File: src/rtl/zsw_pkg.sv
`timescale 1ns/1ps
package zsw_pkg;
  localparam int unsigned ZSW_DATA_W = 16;
  localparam int unsigned ZSW_IDX_W  = 4;
  localparam int unsigned ZSW_ACC_W  = 40;
  localparam int unsigned ZSW_FRAC_W = 8;
  localparam int unsigned ZSW_CNT_W  = 16;
endpackage

File: src/rtl/zsw_codebook.sv
`timescale 1ns/1ps
module zsw_codebook #(
  parameter int unsigned DATA_W = 16,
  parameter int unsigned IDX_W  = 4
) (
  input  logic                     clk,
  input  logic                     rst_n,
  input  logic                     wr_en,
  input  logic [IDX_W-1:0]         wr_addr,
  input  logic signed [DATA_W-1:0] wr_data,
  input  logic [IDX_W-1:0]         rd_addr,
  output logic signed [DATA_W-1:0] rd_data
);
  localparam int unsigned DEPTH = 1 << IDX_W;

  logic signed [DATA_W-1:0] entry_q [DEPTH];

  for (genvar k = 0; k < DEPTH; k++) begin : g_entry
    logic hit;
    assign hit = wr_en && (wr_addr == IDX_W'(k));
    always_ff @(posedge clk or negedge rst_n) begin
      if (!rst_n)   entry_q[k] <= '0;
      else if (hit) entry_q[k] <= wr_data;
    end
  end

  assign rd_data = entry_q[rd_addr];

  // an entry just written is what a read of that entry returns
  a_r1_written_entry_read: assert property (@(posedge clk) disable iff (!rst_n)
    $past(wr_en) && (rd_addr == $past(wr_addr)) |-> rd_data == $past(wr_data));
endmodule

File: src/rtl/zsw_mac_acc.sv
`timescale 1ns/1ps
module zsw_mac_acc #(
  parameter int unsigned DATA_W = 16,
  parameter int unsigned ACC_W  = 40,
  parameter int unsigned CNT_W  = 16
) (
  input  logic                     clk,
  input  logic                     rst_n,
  input  logic                     beat,
  input  logic signed [DATA_W-1:0] act,
  input  logic signed [DATA_W-1:0] wgt,
  input  logic                     last,
  output logic signed [ACC_W-1:0]  sum_o,
  output logic [CNT_W-1:0]         skip_count_o
);
  localparam int unsigned PROD_W = 2 * DATA_W;
  localparam int unsigned EXT_W  = ACC_W - PROD_W;

  logic                     skip;
  logic signed [DATA_W-1:0] mul_a, mul_b;
  logic signed [PROD_W-1:0] prod;
  logic signed [ACC_W-1:0]  prod_ext;
  logic signed [ACC_W-1:0]  acc_q, acc_d;
  logic [CNT_W-1:0]         cnt_q, cnt_d;

  assign skip = (act == '0) || (wgt == '0);

  // operand isolation: the multiplier sees zeros on a skipped element
  assign mul_a    = skip ? '0 : act;
  assign mul_b    = skip ? '0 : wgt;
  assign prod     = mul_a * mul_b;
  assign prod_ext = {{EXT_W{prod[PROD_W-1]}}, prod};

  assign sum_o = skip ? acc_q : (acc_q + prod_ext);

  always_comb begin
    acc_d = acc_q;
    cnt_d = cnt_q;
    if (beat) begin
      acc_d = last ? '0 : sum_o;
      if (skip) cnt_d = cnt_q + 1'b1;
    end
  end

  always_ff @(posedge clk or negedge rst_n) begin
    if (!rst_n) begin
      acc_q <= '0;
      cnt_q <= '0;
    end else begin
      acc_q <= acc_d;
      cnt_q <= cnt_d;
    end
  end

  assign skip_count_o = cnt_q;

  a_r2_skip_keeps_acc: assert property (@(posedge clk) disable iff (!rst_n)
    beat && skip && !last |=> $stable(acc_q));
  a_r2_skip_counted: assert property (@(posedge clk) disable iff (!rst_n)
    beat && skip |=> cnt_q == $past(cnt_q) + 1'b1);
  a_r2_work_not_counted: assert property (@(posedge clk) disable iff (!rst_n)
    !(beat && skip) |=> $stable(cnt_q));
  a_r6_acc_cleared: assert property (@(posedge clk) disable iff (!rst_n)
    beat && last |=> acc_q == '0);
endmodule

File: src/rtl/zsw_relu_out.sv
`timescale 1ns/1ps
module zsw_relu_out #(
  parameter int unsigned DATA_W = 16,
  parameter int unsigned ACC_W  = 40,
  parameter int unsigned FRAC_W = 8
) (
  input  logic                    clk,
  input  logic                    rst_n,
  input  logic                    load,
  input  logic signed [ACC_W-1:0] sum_i,
  input  logic                    out_ready,
  output logic                    out_valid,
  output logic [DATA_W-1:0]       out_data
);
  localparam logic [DATA_W-1:0] POS_MAX = {1'b0, {(DATA_W-1){1'b1}}};

  logic signed [ACC_W-1:0] scaled;
  logic [DATA_W-1:0]       rect;
  logic                    valid_q, valid_d;
  logic [DATA_W-1:0]       data_q, data_d;

  assign scaled = sum_i >>> FRAC_W;

  always_comb begin
    if (sum_i[ACC_W-1])                   rect = '0;
    else if (|scaled[ACC_W-1:DATA_W-1])   rect = POS_MAX;
    else                                  rect = scaled[DATA_W-1:0];
  end

  always_comb begin
    valid_d = valid_q;
    data_d  = data_q;
    if (load) begin
      valid_d = 1'b1;
      data_d  = rect;
    end else if (valid_q && out_ready) begin
      valid_d = 1'b0;
    end
  end

  always_ff @(posedge clk or negedge rst_n) begin
    if (!rst_n) begin
      valid_q <= 1'b0;
      data_q  <= '0;
    end else begin
      valid_q <= valid_d;
      data_q  <= data_d;
    end
  end

  assign out_valid = valid_q;
  assign out_data  = data_q;

  a_r4_out_not_negative: assert property (@(posedge clk) disable iff (!rst_n)
    out_valid |-> !out_data[DATA_W-1]);
  a_r7_hold_under_stall: assert property (@(posedge clk) disable iff (!rst_n)
    out_valid && !out_ready |=> out_valid && $stable(out_data));
  a_r7_drop_on_take: assert property (@(posedge clk) disable iff (!rst_n)
    out_valid && out_ready && !load |=> !out_valid);
endmodule

File: src/rtl/zsw_mac_pe.sv
`timescale 1ns/1ps
module zsw_mac_pe
  import zsw_pkg::*;
#(
  parameter int unsigned DATA_W = ZSW_DATA_W,
  parameter int unsigned IDX_W  = ZSW_IDX_W,
  parameter int unsigned ACC_W  = ZSW_ACC_W,
  parameter int unsigned FRAC_W = ZSW_FRAC_W,
  parameter int unsigned CNT_W  = ZSW_CNT_W
) (
  input  logic              clk,
  input  logic              rst_n,
  input  logic              in_valid,
  output logic              in_ready,
  input  logic [DATA_W-1:0] in_act,
  input  logic [IDX_W-1:0]  in_widx,
  input  logic              in_last,
  input  logic              cb_we,
  input  logic [IDX_W-1:0]  cb_addr,
  input  logic [DATA_W-1:0] cb_data,
  output logic              out_valid,
  input  logic              out_ready,
  output logic [DATA_W-1:0] out_data,
  output logic [CNT_W-1:0]  skip_count
);
  logic                     beat;
  logic                     open_q, open_d;
  logic                     cb_commit;
  logic signed [DATA_W-1:0] weight;
  logic signed [ACC_W-1:0]  sum;

  assign in_ready  = !out_valid;
  assign beat      = in_valid && in_ready;
  assign cb_commit = cb_we && !open_q && !beat;

  always_comb begin
    open_d = open_q;
    if (beat) open_d = !in_last;
  end

  always_ff @(posedge clk or negedge rst_n) begin
    if (!rst_n) open_q <= 1'b0;
    else        open_q <= open_d;
  end

  zsw_codebook #(.DATA_W(DATA_W), .IDX_W(IDX_W)) u_table (
    .clk     (clk),
    .rst_n   (rst_n),
    .wr_en   (cb_commit),
    .wr_addr (cb_addr),
    .wr_data (cb_data),
    .rd_addr (in_widx),
    .rd_data (weight)
  );

  zsw_mac_acc #(.DATA_W(DATA_W), .ACC_W(ACC_W), .CNT_W(CNT_W)) u_acc (
    .clk          (clk),
    .rst_n        (rst_n),
    .beat         (beat),
    .act          (in_act),
    .wgt          (weight),
    .last         (in_last),
    .sum_o        (sum),
    .skip_count_o (skip_count)
  );

  zsw_relu_out #(.DATA_W(DATA_W), .ACC_W(ACC_W), .FRAC_W(FRAC_W)) u_out (
    .clk       (clk),
    .rst_n     (rst_n),
    .load      (beat && in_last),
    .sum_i     (sum),
    .out_ready (out_ready),
    .out_valid (out_valid),
    .out_data  (out_data)
  );

  a_r6_result_after_last: assert property (@(posedge clk) disable iff (!rst_n)
    in_valid && in_ready && in_last |=> out_valid);
  a_r7_stall_blocks_input: assert property (@(posedge clk) disable iff (!rst_n)
    $past(in_valid && in_ready && in_last) |-> !in_ready);
endmodule

File: config.mk
export PLATFORM = sky130hd
export DESIGN_NAME = zsw_mac_pe
export DESIGN_NICKNAME = d
export VERILOG_FILES = /design/src/rtl/zsw_pkg.sv /design/src/rtl/zsw_codebook.sv /design/src/rtl/zsw_mac_acc.sv /design/src/rtl/zsw_relu_out.sv /design/src/rtl/zsw_mac_pe.sv
export SDC_FILE = /design/constraint.sdc
export NUM_CORES = 1
export LEC_CHECK = 0
export CORE_UTILIZATION = 40
export DETAILED_ROUTE_END_ITERATION = 8
export PLACE_DENSITY = 0.59
export SYNTH_ARGS = -nofsm -noshare
export SYNTH_HDL_FRONTEND = slang
export SYNTH_SLANG_ARGS = --single-unit
export TNS_END_PERCENT = 100
File: constraint.sdc
create_clock -name clk -period 10.84 [get_ports clk]
set_clock_uncertainty 0.1 [all_clocks]
set_input_delay 2.168 -clock clk [delete_from_list [all_inputs] [get_ports clk]]
set_output_delay 2.168 -clock clk [all_outputs]
set_load 0.1 [all_outputs]
==> impl.org <==
** STA
- Setup total negative slack :: 0 ns
- For the pin with the worst max-slew slack, the measured transition is 1.18 ns.
- Setup violations remaining at the end of the flow were counted as 0.
- Hold violation count in the final report :: 0
- The number of pins with negative max-slew slack in the final report was 0.
- Timing would allow up to approximately 94 MHz.
- Period utilization :: 98.0%
- Max-slew headroom :: 21.1%
- Worst hold margin :: about 0.4 ns
- Min cycle time layout :: about 11 ns

** Worst setup path
- On the critical path the largest part of the delay comes from adder cells.
- STA puts the critical path data required time at 11.13 ns.
- For this design, the slowest cell found on the critical path is sky130_fd_sc_hd__fa_1.
- Measured in cells, the most critical reg-to-reg path has a length of 32.
- Counting both buffers and inverters, the worst setup path holds a total of 13.
- On the worst path, the slowest cell contributes a delay of 0.56 ns.
- By startpoint and endpoint, the worst setup path is classified as in2reg.
- Tracing the worst setup path back leads to its startpoint at in_widx[0].
- Worst R2R Setup Slack :: 1.90 ns
- STA classifies the critical path endpoint as a flip-flop.
- In this run the worst setup path terminates at u_out.out_data[10].
- The endpoint identified for the worst register-to-register timing path is u_out.out_data[10].
- In this design, the critical path's most frequently occurring cell is sky130_fd_sc_hd__fa_1.
- Largest fanout of any net on the critical path :: 10
- Startpoint class of the critical path :: input port
- Critical path data arrival time :: 10.92 ns
- The startpoint identified for the worst register-to-register timing path is u_table.entry_q[74].
- In this run the number of cells on the critical path is 35.

** Floorplan
- Initial core utilization :: 40.5%
- The die covers a little under 0.07 mm².
- The floorplan step set the die width to 263 µm.
- From bottom edge to top edge, the die measures 263 µm.
- Row count :: 95
- Count of boundary I/O pins :: 80
- The total area inside the core boundary comes to 0.0674 mm².

** Placement
- At the end of routability-driven placement, the weighted congestion stood at 0.918.
- After detailed placement, the design holds a cell count of 3517.
- Once placement finished, the instance area stood at around 0.03 mm².
- Number of buffers inserted by port buffering :: 79
- DP HPWL :: 57300 µm

** Route
- Dividing the detail-routed via count by the number of cells gives 5.32.
- Drt initial violations :: 1106
- After detailed routing, the average wire length per cell comes to 21.0 µm.
- The count of nets left with antenna violations once routing finished came out at 0.
- Summed over all layers, the routed wires come to 75700 µm.
- Vias after detailed routing :: 19139
- The first detailed-routing pass took 5 iterations.
- In the routed design, unresolved DRC markers number 0.

** Synth
- For this run, the number of Yosys warnings is 0.
- Number of synthesized register bits :: 330
- Most area-consuming cells after synthesis :: sky130_fd_sc_hd__dfrtp_1 30%, sky130_fd_sc_hd__fa_1 24%, sky130_fd_sc_hd__mux2_2 11%
- Sequential element share of the synthesized area :: 30.2%
- Synthesized Nets :: 2920
- In this run, synthesis inferred 0 flip-flops with an integrated enable.
- Area fraction of the dominant cell type after synthesis :: 30.2%
- Most used flip-flop cell after synthesis :: sky130_fd_sc_hd__dfrtp_1
- After synthesis, the netlist uses 70 different library cells.
- Synthesis produced a netlist whose cell count is 2428.
- Summed over all instances, the cell type with the most area after synthesis is sky130_fd_sc_hd__dfrtp_1.
- In the synthesized netlist the async set-or-reset flop fraction comes to 100%.
- The cell area that synthesis handed to floorplanning was between 0.02 and 0.03 mm².
- Average cell area after synthesis :: 11.2 µm²

** Global route
- After global routing, the most crowded layer is met2.
- Via count of the first global-routing pass :: around 21000
- Entering global routing, the biggest net connects 167 pins.
- M2 GR Usage :: about 39%
- Global-route wire length before repair :: around 120000 µm
- Total congestion overflow :: 0
- The number of antenna violations at the first check in global routing is 2.
- For met1 alone, demand over resource in global routing was 30.0%.
- In the global route stage, met3 resource usage came out at 2.17%.
- In the global route stage, overall resource usage came out at 22.4%.

** Clock tree
- Clock-pin slew was measured on the worst setup and hold paths at 0.06 ns.
- Total CTS buffers :: 35
- Hold repair after CTS inserted 0 buffers.
- Buffer type at the clock tree root :: sky130_fd_sc_hd__clkbuf_16
- Counting along the longest clock path gives a buffer depth of 3.
- The clock net in this run drives a total of 330 sinks.
- At the later pin of the worst-skew pair, clock insertion delay measures 0.55 ns.
- Clock tree from TritonCTS :: built
- H-tree Lvls :: 2

** Cells and area
- Compared with the post-synthesis result, the final layout area differs by 18.4%.
- In the final layout, the multi-input gates occupy 0.0173 mm².
- Final instance count without filler cells :: 3600
- The finished cells cover between 0.03 and 0.04 mm².
- Share of cells above drive strength 1 :: 26.1%
- Post-layout net count :: 3193
- Fill cells in the final layout number 6069.
- In the final layout, flip-flops and latches occupy about 0.0083 mm².

** Outcome
- The run finished with clean final reports.

** Run
- Max-cap check violation count :: 0

** Min path
- Classification of the worst-slack hold path :: reg2reg
[state kept, by name, indices dropped and copies added, names as in the netlist]
register and count:
u_out.out_valid 1, u_acc.acc_q 40, open_q 1, u_acc.skip_count_o 16
u_table.entry_q 256, u_out.out_data 16
[synth_stat cells, types with 5 or more instances]
cell and count:
sky130_fd_sc_hd__nor4_1 12, sky130_fd_sc_hd__ha_1 116, sky130_fd_sc_hd__inv_1 386, sky130_fd_sc_hd__nor2_1 66, sky130_fd_sc_hd__xor2_1 22, sky130_fd_sc_hd__nor2b_1 9, sky130_fd_sc_hd__mux4_2 64, sky130_fd_sc_hd__clkbuf_1 108
sky130_fd_sc_hd__xnor2_1 30, sky130_fd_sc_hd__mux2_2 257, sky130_fd_sc_hd__buf_6 5, sky130_fd_sc_hd__a21oi_1 43, sky130_fd_sc_hd__nor3_1 18, sky130_fd_sc_hd__fa_1 330, sky130_fd_sc_hd__a211oi_1 5, sky130_fd_sc_hd__o21a_1 8
sky130_fd_sc_hd__nand2b_1 7, sky130_fd_sc_hd__nand2_1 206, sky130_fd_sc_hd__a21o_1 11, sky130_fd_sc_hd__and3_1 58, sky130_fd_sc_hd__mux2i_1 8, sky130_fd_sc_hd__a22oi_1 40, sky130_fd_sc_hd__and2_1 88, sky130_fd_sc_hd__nand4_1 8
sky130_fd_sc_hd__nand3_1 26, sky130_fd_sc_hd__o21ai_0 71, sky130_fd_sc_hd__a22o_1 8, sky130_fd_sc_hd__buf_1 5, sky130_fd_sc_hd__dfrtp_1 330, sky130_fd_sc_hd__a21oi_2 10
[routing by layer]
layer	up-vias	wire, µm
met3	110	2970
li1	8522	-
met2	440	38100
met4	2	1960
met1	10065	32700
met5	-	11
[area by class of cell]
| cell class | instances | area share [%] |
|---|---|---|
| clock inverter | 10 | 0.201 |
| inverter | 386 | 4.48 |
| sequential | 330 | 25.5 |
| antenna | 2 | 0.0155 |
| timing repair buffer | 359 | 9.92 |
| multi-input combinational | 1589 | 53.4 |
| clock buffer | 51 | 3.08 |
| tap | 873 | 3.38 |
[repair_timing]
item                       in CTS  in global routing
gates cloned                    0                  5
resized for setup               2                 40
setup endpoints to repair      15                 15
setup buffers                   0                 15
pin swaps                       0                 14
[cell usage in the layout, fill, tap and decap left out, types with 8 or more instances in the layout]
cell	netlist	layout
sky130_fd_sc_hd__and2_1	88	87
sky130_fd_sc_hd__nor4_1	12	8
sky130_fd_sc_hd__a21oi_2	10	10
sky130_fd_sc_hd__clkbuf_1	108	10
sky130_fd_sc_hd__fa_1	330	327
sky130_fd_sc_hd__a22oi_1	40	33
sky130_fd_sc_hd__inv_1	386	386
sky130_fd_sc_hd__nor2b_1	9	9
sky130_fd_sc_hd__xnor2_1	30	29
sky130_fd_sc_hd__nor2_1	66	55
sky130_fd_sc_hd__and3_1	58	58
sky130_fd_sc_hd__clkdlybuf4s50_1	0	76
sky130_fd_sc_hd__mux2_2	257	257
sky130_fd_sc_hd__clkbuf_16	0	39
sky130_fd_sc_hd__nand3_1	26	26
sky130_fd_sc_hd__a22o_1	8	8
sky130_fd_sc_hd__buf_12	0	17
sky130_fd_sc_hd__ha_1	116	115
sky130_fd_sc_hd__xor2_1	22	22
sky130_fd_sc_hd__buf_4	4	256
sky130_fd_sc_hd__nor2_2	0	10
sky130_fd_sc_hd__mux2i_1	8	8
sky130_fd_sc_hd__nand2_1	206	199
sky130_fd_sc_hd__dfrtp_1	330	330
sky130_fd_sc_hd__nand4_1	8	8
sky130_fd_sc_hd__a21oi_1	43	43
sky130_fd_sc_hd__o21a_1	8	8
sky130_fd_sc_hd__mux4_2	64	64
sky130_fd_sc_hd__a21o_1	11	11
sky130_fd_sc_hd__nor3_1	18	17
sky130_fd_sc_hd__o21ai_0	71	67
[through the flow]
step / util [%] / setup WS (ns)
floorplan: - / 0.0180
global placement: 45.8 / -0.663
detailed placement: 45.8 / -0.659
CTS: 47.4 / 0.0595
global route: 48.0 / -0.101
finish: 48.0 / 0.215
[cells by family after synthesis]
| logic type | count (synthesis) | synth area share [%] |
|---|---|---|
| simple gates | 522 | 9.43 |
| compound gates | 240 | 5.79 |
| flops | 330 | 30.2 |
| mux | 329 | 16.2 |
| xor+xnor | 52 | 1.67 |
| fa+ha+maj | 446 | 29.5 |
| buf+inv | 509 | 7.19 |
[how the worst min path moves through the flow]
stage	startpoint	to	slack [ns]	depth (start not counted)
final	u_acc.skip_count_o[15]	u_acc.skip_count_o[15]	0.39	1
after global routing	u_table.entry_q[71]	u_table.entry_q[71]	0.41	1
after CTS	u_acc.skip_count_o[15]	u_acc.skip_count_o[15]	0.40	1
after detailed placement	u_acc.skip_count_o[15]	u_acc.skip_count_o[15]	0.39	1
after global placement	u_acc.skip_count_o[15]	u_acc.skip_count_o[15]	0.36	1
after floorplan	open_q	open_q	0.36	2
Power is not shown: default switching activity piles up to over one toggle a cycle in this logic, so the estimate is an artifact.
